$ cat config.mk
export PLATFORM = sky130hd
export DESIGN_NAME = sbox_dmr_pipe
export DESIGN_NICKNAME = d
export VERILOG_FILES = /design/src/rtl/sbox_tower_pkg.sv /design/src/rtl/sbox_dmr_stage.sv /design/src/rtl/sbox_fault_inject.sv /design/src/rtl/sbox_hold_ctrl.sv /design/src/rtl/sbox_dmr_pipe.sv
export SDC_FILE = /design/constraint.sdc
export NUM_CORES = 1
export LEC_CHECK = 0
export CAP_MARGIN = 40
export CORE_UTILIZATION = 45
export DETAILED_ROUTE_END_ITERATION = 10
export GPL_TIMING_DRIVEN = 0
export PLACE_DENSITY_LB_ADDON = 0.3
export SLEW_MARGIN = 20
export SYNTH_ARGS = -nofsm -noshare
export SYNTH_HDL_FRONTEND = slang
export SYNTH_SLANG_ARGS = --single-unit
$ cat constraint.sdc
create_clock -name clk -period 4.8 [get_ports clk]
set_input_delay 0.96 -clock clk [delete_from_list [all_inputs] [get_ports clk]]
set_output_delay 0.96 -clock clk [all_outputs]
set_load 0.01 [all_outputs]
$ cat src/rtl/sbox_tower_pkg.sv
package sbox_tower_pkg;
  localparam int NSTAGE = 5;
  localparam int SW     = 12;
  localparam int STG_W  = $clog2(NSTAGE);
  localparam int BIT_W  = $clog2(SW);
  localparam logic [1:0] PHI = 2'b10;

  typedef logic [7:0][7:0] cols_t;

  function automatic logic [1:0] g4_mul(input logic [1:0] a, input logic [1:0] b);
    logic hh;
    hh = a[1] & b[1];
    return {hh ^ (a[1] & b[0]) ^ (a[0] & b[1]), hh ^ (a[0] & b[0])};
  endfunction

  function automatic logic [1:0] g4_sq(input logic [1:0] a);
    return {a[1], a[1] ^ a[0]};
  endfunction

  function automatic logic [3:0] g16_mul(input logic [3:0] a, input logic [3:0] b);
    logic [1:0] hh;
    hh = g4_mul(a[3:2], b[3:2]);
    return {hh ^ g4_mul(a[3:2], b[1:0]) ^ g4_mul(a[1:0], b[3:2]),
            g4_mul(hh, PHI) ^ g4_mul(a[1:0], b[1:0])};
  endfunction

  function automatic logic [3:0] g16_inv(input logic [3:0] a);
    logic [1:0] dn, di;
    dn = g4_mul(g4_sq(a[3:2]), PHI) ^ g4_mul(a[3:2], a[1:0]) ^ g4_sq(a[1:0]);
    di = g4_sq(dn);
    return {g4_mul(a[3:2], di), g4_mul(a[3:2] ^ a[1:0], di)};
  endfunction

  // smallest element giving an irreducible z^2 + z + lambda over GF(16)
  function automatic logic [3:0] find_lambda();
    logic [3:0] res;
    logic found, hit;
    res = 4'h0;
    found = 1'b0;
    for (int l = 1; l < 16; l++) begin
      hit = 1'b0;
      for (int z = 0; z < 16; z++)
        if ((g16_mul(4'(z), 4'(z)) ^ 4'(z)) == 4'(l)) hit = 1'b1;
      if (!hit && !found) begin
        res = 4'(l);
        found = 1'b1;
      end
    end
    return res;
  endfunction

  localparam logic [3:0] LAMBDA = find_lambda();

  function automatic logic [7:0] g256_mul(input logic [7:0] a, input logic [7:0] b);
    logic [3:0] hh;
    hh = g16_mul(a[7:4], b[7:4]);
    return {hh ^ g16_mul(a[7:4], b[3:0]) ^ g16_mul(a[3:0], b[7:4]),
            g16_mul(hh, LAMBDA) ^ g16_mul(a[3:0], b[3:0])};
  endfunction

  // a tower element that satisfies the AES field polynomial
  function automatic logic [7:0] find_root();
    logic [7:0] pw [9];
    logic [7:0] res;
    logic found;
    res = 8'h00;
    found = 1'b0;
    for (int c = 2; c < 256; c++) begin
      pw[0] = 8'h01;
      for (int i = 1; i < 9; i++) pw[i] = g256_mul(pw[i-1], 8'(c));
      if ((pw[8] ^ pw[4] ^ pw[3] ^ pw[1] ^ pw[0]) == 8'h00 && !found) begin
        res = 8'(c);
        found = 1'b1;
      end
    end
    return res;
  endfunction

  localparam logic [7:0] BETA = find_root();

  function automatic logic [7:0] lin_map(input cols_t m, input logic [7:0] x);
    logic [7:0] acc;
    acc = 8'h00;
    for (int i = 0; i < 8; i++)
      if (x[i]) acc = acc ^ m[i];
    return acc;
  endfunction

  function automatic cols_t build_fwd();
    cols_t m;
    m[0] = 8'h01;
    for (int i = 1; i < 8; i++) m[i] = g256_mul(m[i-1], BETA);
    return m;
  endfunction

  localparam cols_t FWD = build_fwd();

  function automatic cols_t build_inv();
    cols_t m;
    m = '0;
    for (int j = 0; j < 8; j++)
      for (int e = 0; e < 256; e++)
        if (lin_map(FWD, 8'(e)) == (8'd1 << j)) m[j] = 8'(e);
    return m;
  endfunction

  localparam cols_t INV = build_inv();

  // stage operand layout: [11:8] high half, [7:4] low half, [3:0] norm
  function automatic logic [SW-1:0] stage_eval(input int stg, input logic [SW-1:0] d);
    logic [SW-1:0] r;
    logic [7:0] y;
    r = '0;
    y = 8'h00;
    case (stg)
      0: r[7:0] = lin_map(FWD, d[7:0]);
      1: r = {d[7:4], d[3:0],
              g16_mul(g16_mul(d[7:4], d[7:4]), LAMBDA) ^ g16_mul(d[7:4], d[3:0]) ^
              g16_mul(d[3:0], d[3:0])};
      2: r = {d[11:4], g16_inv(d[3:0])};
      3: r[7:0] = {g16_mul(d[11:8], d[3:0]), g16_mul(d[11:8] ^ d[7:4], d[3:0])};
      default: begin
        y = lin_map(INV, d[7:0]);
        r[7:0] = y ^ {y[6:0], y[7]} ^ {y[5:0], y[7:6]} ^ {y[4:0], y[7:5]} ^
                 {y[3:0], y[7:4]} ^ 8'h63;
      end
    endcase
    return r;
  endfunction
endpackage

$ cat src/rtl/sbox_dmr_stage.sv
module sbox_dmr_stage
  import sbox_tower_pkg::*;
#(
  parameter int STG  = 0,
  parameter int OW   = SW,
  parameter bit LAST = 1'b0
) (
  input  logic          clk,
  input  logic          rst_n,
  input  logic          en,
  input  logic          vin,
  input  logic [SW-1:0] din,
  input  logic [SW-1:0] mask_a,
  input  logic [SW-1:0] mask_b,
  output logic          vout,
  output logic [OW-1:0] dout,
  output logic          err
);
  logic [SW-1:0] cp [2];
  logic          v_d;
  logic [OW-1:0] d_d;

  for (genvar c = 0; c < 2; c++) begin : g_copy
    assign cp[c] = stage_eval(STG, din) ^ ((c == 0) ? mask_a : mask_b);
  end

  assign err = vin && (cp[0] != cp[1]);

  if (LAST) begin : g_pulse
    assign v_d = en & vin;
  end else begin : g_keep
    assign v_d = en ? vin : vout;
  end

  always_comb begin
    d_d = dout;
    if (en) d_d = cp[0][OW-1:0];
  end

  always_ff @(posedge clk or negedge rst_n) begin
    if (!rst_n) vout <= 1'b0;
    else        vout <= v_d;
  end

  always_ff @(posedge clk) begin
    dout <= d_d;
  end
endmodule

$ cat src/rtl/sbox_fault_inject.sv
module sbox_fault_inject
  import sbox_tower_pkg::*;
#(
  parameter int LEN_W = 8
) (
  input  logic                        clk,
  input  logic                        rst_n,
  input  logic                        start,
  input  logic [STG_W-1:0]            stg,
  input  logic                        copy_sel,
  input  logic [BIT_W-1:0]            bit_sel,
  input  logic [LEN_W-1:0]            len,
  output logic [NSTAGE-1:0][SW-1:0]   mask_a,
  output logic [NSTAGE-1:0][SW-1:0]   mask_b
);
  logic [LEN_W-1:0] cnt_q, cnt_d;
  logic [STG_W-1:0] stg_q, stg_d;
  logic             copy_q, copy_d;
  logic [BIT_W-1:0] bit_q, bit_d;
  logic             active;

  always_comb begin
    cnt_d  = cnt_q;
    stg_d  = stg_q;
    copy_d = copy_q;
    bit_d  = bit_q;
    if (start) begin
      cnt_d  = len;
      stg_d  = stg;
      copy_d = copy_sel;
      bit_d  = bit_sel;
    end else if (cnt_q != '0) begin
      cnt_d = cnt_q - 1'b1;
    end
  end

  always_ff @(posedge clk or negedge rst_n) begin
    if (!rst_n) begin
      cnt_q  <= '0;
      stg_q  <= '0;
      copy_q <= 1'b0;
      bit_q  <= '0;
    end else begin
      cnt_q  <= cnt_d;
      stg_q  <= stg_d;
      copy_q <= copy_d;
      bit_q  <= bit_d;
    end
  end

  assign active = (cnt_q != '0);

  for (genvar s = 0; s < NSTAGE; s++) begin : g_mask
    logic hit;
    assign hit       = active && (stg_q == STG_W'(s));
    assign mask_a[s] = (hit && !copy_q) ? (SW'(1) << bit_q) : '0;
    assign mask_b[s] = (hit &&  copy_q) ? (SW'(1) << bit_q) : '0;
  end
endmodule

$ cat src/rtl/sbox_hold_ctrl.sv
module sbox_hold_ctrl
  import sbox_tower_pkg::*;
(
  input  logic [NSTAGE-1:0] err,
  output logic              en,
  output logic              in_ready
);
  logic hold;
  assign hold     = |err;
  assign en       = ~hold;
  assign in_ready = ~hold;
endmodule

$ cat src/rtl/sbox_dmr_pipe.sv
module sbox_dmr_pipe
  import sbox_tower_pkg::*;
#(
  parameter int LEN_W = 8
) (
  input  logic              clk,
  input  logic              rst_n,
  input  logic              in_valid,
  input  logic [7:0]        in_data,
  output logic              in_ready,
  output logic              out_valid,
  output logic [7:0]        out_data,
  output logic [NSTAGE-1:0] err_flags,
  input  logic              inj_start,
  input  logic [STG_W-1:0]  inj_stage,
  input  logic              inj_copy,
  input  logic [BIT_W-1:0]  inj_bit,
  input  logic [LEN_W-1:0]  inj_len
);
  logic [SW-1:0]             sd [NSTAGE];
  logic                      sv [NSTAGE];
  logic [NSTAGE-1:0][SW-1:0] mask_a;
  logic [NSTAGE-1:0][SW-1:0] mask_b;
  logic                      en;

  assign sd[0] = {{(SW-8){1'b0}}, in_data};
  assign sv[0] = in_valid;

  sbox_fault_inject #(.LEN_W(LEN_W)) u_inject (
    .clk(clk), .rst_n(rst_n), .start(inj_start), .stg(inj_stage),
    .copy_sel(inj_copy), .bit_sel(inj_bit), .len(inj_len),
    .mask_a(mask_a), .mask_b(mask_b)
  );

  sbox_hold_ctrl u_ctrl (.err(err_flags), .en(en), .in_ready(in_ready));

  for (genvar g = 0; g < NSTAGE; g++) begin : g_stage
    if (g == NSTAGE-1) begin : g_last
      sbox_dmr_stage #(.STG(g), .OW(8), .LAST(1'b1)) u_stage (
        .clk(clk), .rst_n(rst_n), .en(en), .vin(sv[g]), .din(sd[g]),
        .mask_a(mask_a[g]), .mask_b(mask_b[g]),
        .vout(out_valid), .dout(out_data), .err(err_flags[g])
      );
    end else begin : g_mid
      sbox_dmr_stage #(.STG(g), .OW(SW), .LAST(1'b0)) u_stage (
        .clk(clk), .rst_n(rst_n), .en(en), .vin(sv[g]), .din(sd[g]),
        .mask_a(mask_a[g]), .mask_b(mask_b[g]),
        .vout(sv[g+1]), .dout(sd[g+1]), .err(err_flags[g])
      );
    end
  end
endmodule

==> impl_metrics.yaml <==
floorplanning:
  num_rows: 37
  io_pins: 43
  fp.coreArea_um2: 10510
  die_y_um: 106.9
  die_area_um2: 11430
  fp.dieW_um: 106.9
  initial_core_util: 0.4711
route:
  remaining_drc_errors: 0
  viasPerCell: 5.323
  drtIter0Drc: 165
  first_pass_iters: 4
  post_drt_wl_per_cell_um: 14.53
  ant_nets: 0
  wirelength_um: 9940
  vias: 3641
cells_and_area:
  multi_input_area_um2: 2771
  drive_gt1_frac: 0.1423
  final_nets: 578
  n_fill_cell: 911
  final_util: 0.5542
  final_area_um2: 5824
  syn_to_final_growth_pct: 17.64
  diodes: 0
  ff_latch_area_um2: 1967
clocking:
  clk_latency_ps: 350
  cts_root_buf: "clkbuf_8"
  cts-resized-gates: 0
  cts_tree: "yes"
  numCtsBuffers: 9
  cts_setup_buffers: 0
  path_clk_slew_ps: 80
  hold_buffers: 0
  clock_sinks: 69
  h-tree-depth: 3
  cts_buffer_depth: 2
pwr:
  p_int_uw: 2584
  p_sw_frac: 0.3882
  p_leak_uw: 0.002175
  ir_drop_v: 0.0003134
  power_density_nw_per_um2: 725.2
  switchingPower_uw: 1640
  pwr-share-comb: 0.601
  p_clk_frac: 0.114
  seq_power_share: 0.285
synthesis:
  synth_area_leader_cell: "edfxtp_1"
  yosysMostFrequentCell: "xnor2_1"
  synth_ff_type: "edfxtp_1"
  ys_seq_area_frac: 0.3973
  synth_top_area_share: 0.2911
  yosys_warnings: 0
  avgSynthCellArea_um2: 10.21
  synth_edf_count: 48
  ys_types: 61
  synth_area_um2: 4951
  synth_area_leaders: "edfxtp_1, xnor2_1, dfrtp_1"
  syn_inst: 485
  yosys-top-cells-count: "xnor2_1, nand2_1, edfxtp_1"
  synth_nets: 520
  synth_seq_cells: 69
  ys_async_sr_fraction: 0.3043
min_path:
  holdPathStages: 1
  hp-class: "reg -> reg"
  whs_endpoint: "g_stage[4].g_last.u_stage.vout"
  hold_start: "g_stage[3].g_mid.u_stage.vout"
timing:
  fin_crit_ps: 3782
  rsz0062_at_grt: "no"
  maxSlewHeadroom: 0.4118
  hold_viol: 0
  final.setup_skew_ps: 12.99
  tightestPinTransition_ps: 875.0
  setup_viol: 0
  hold_slack_ps: 533.8
  slew_violations: 0
  min_period_over_period: 0.7879
  fmax_mhz: 264.4
  setup_tns_ps: 0
critical_path:
  end_kind: "output pin"
  reg2reg_from: "u_inject.cnt_q[0]"
  critPathMaxFanout: 9
  cp.required_ps: 3840
  r2r_cells: 9
  crit_arrival_ps: 2820
  worstReg2RegEnd: "g_stage[3].g_mid.u_stage.dout[0]"
  r2r_setup_slack_ps: 2310
  cp-start-kind: "flip-flop"
  criticalPathCategory: "reg -> out"
place:
  gp_congestion: 0.8056
  placed_cell_area_um2: 5627
  dp_hpwl_um: 7590
  io_buffer_count: 41
flow_run:
  maxCapViolations: 0
global_routing:
  grt_remaining_overflow: 0
  grt_pass1_wl_um: 16800
  grt_usage: 0.1881
  antenna_found_initial: 0
  grt_pass1_vias: 3663
  grt_max_degree: 16
status:
  status: "completed"
==> per-stage QoR <==
stage | std cells | power [uW] | setup WS [ps]
5_1_grt | 684 | 4524 | 855.1
3_5_place_dp | 668 | 3747 | 1125
4_1_cts | 684 | 4243 | 1003
6_report | 684 | 4224 | 1018
3_3_place_gp | 662 | 3657 | -433.9
2_1_floorplan | 485 | 3211 | 934.6
==> registers in the layout, indices dropped and copies added (netlist names) <==
signal,cells
g_stage.g_mid.u_stage.dout,40
g_stage.g_last.u_stage.dout,8
u_inject.cnt_q,8
g_stage.g_mid.u_stage.vout,4
u_inject.bit_q,4
u_inject.stg_q,3
g_stage.g_last.u_stage.vout,1
u_inject.copy_q,1
==> worst max path at each step <==
| stage | cells past startpoint | startpoint | end |
|---|---|---|---|
| 3_5_place_dp | 5 | in_valid | in_ready |
| 4_1_cts | 10 | u_inject.cnt_q[0] | err_flags[1] |
| 6_report | 10 | u_inject.cnt_q[0] | err_flags[1] |
| 3_3_place_gp | 4 | in_valid | g_stage[4].g_last.u_stage.dout[2] |
| 5_1_grt | 10 | u_inject.cnt_q[0] | err_flags[1] |
| 2_1_floorplan | 3 | in_valid | g_stage[0].g_mid.u_stage.dout[0] |
==> power by group through the flow <==
stage	Sequential (uW)	Clock, uW	Combinational (uW)
final	1200	482	2540
after global routing	1240	517	2770
after CTS	1200	493	2550
after detailed placement	1220	0	2530
after global placement	1220	0	2440
after floorplan	1210	0	2000
==> worst max-delay path, cell delays in order, from the launching register on <==
cell and delay [ps]:
dfrtp_1 410, inv_1 100, ha_1 200, nor3b_1 390
and2_1 190, buf_4 170, a21o_1 140, nor2_1 80
and4b_1 220, buf_4 120, clkdlybuf4s50_1 470
==> layout make-up <==
type | instances | area share
well taps | 136 | 0.02922
plain buffers | 36 | 0.03545
inverters | 7 | 0.004511
multi-input cells | 373 | 0.4758
clock buffers | 9 | 0.02127
repair buffers | 47 | 0.08335
clock inverters | 7 | 0.01267
flip-flops and latches | 69 | 0.3377
==> kinds of logic (layout without fill, tap and decap cells) <==
family                     after synthesis  in the layout  share of synthesized area
AOI/OAI and AO/OA                       59             59                    0.08314
xor gates and xnor gates               120            120                     0.2295
adders and majority gates                7              7                    0.01769
buffers and inverters                   43            106                    0.04700
DFF                                     69             69                     0.3973
muxes                                   25             25                    0.05408
and+or+nand+nor                        162            162                     0.1713
==> layout by cell type, fill, tap and decap left out, types with 4 or more instances in the layout <==
cell type,Yosys,routed
inv_1,7,7
buf_2,15,17
mux2_2,14,14
nand2_1,69,69
nor3_1,9,9
a21oi_1,8,8
nor2b_1,9,9
buf_4,10,10
and2_1,5,5
dfrtp_1,21,21
clkbuf_8,0,9
nand3b_1,7,7
a221oi_1,4,4
clkdlybuf4s50_1,0,41
nor2_1,17,17
ha_1,7,7
xnor2_1,86,86
o21ai_0,17,17
xnor3_1,4,4
mux2i_1,11,11
xor2_1,27,27
nand3_1,4,4
nand2b_1,13,13
buf_6,2,4
edfxtp_1,48,48
clkbuf_1,9,9
==> routing by layer <==
| metal | global-route usage | vias up | routed length (um) |
|---|---|---|---|
| met5 | 0 | - | 0 |
| met4 | 0.06360 | 0 | 187 |
| met3 | 0.03100 | 18 | 379 |
| met2 | 0.3429 | 77 | 5061 |
| met1 | 0.2231 | 1750 | 4312 |
| li1 | - | 1796 | - |
No activity file was read; power rests on OpenSTA's default activity.
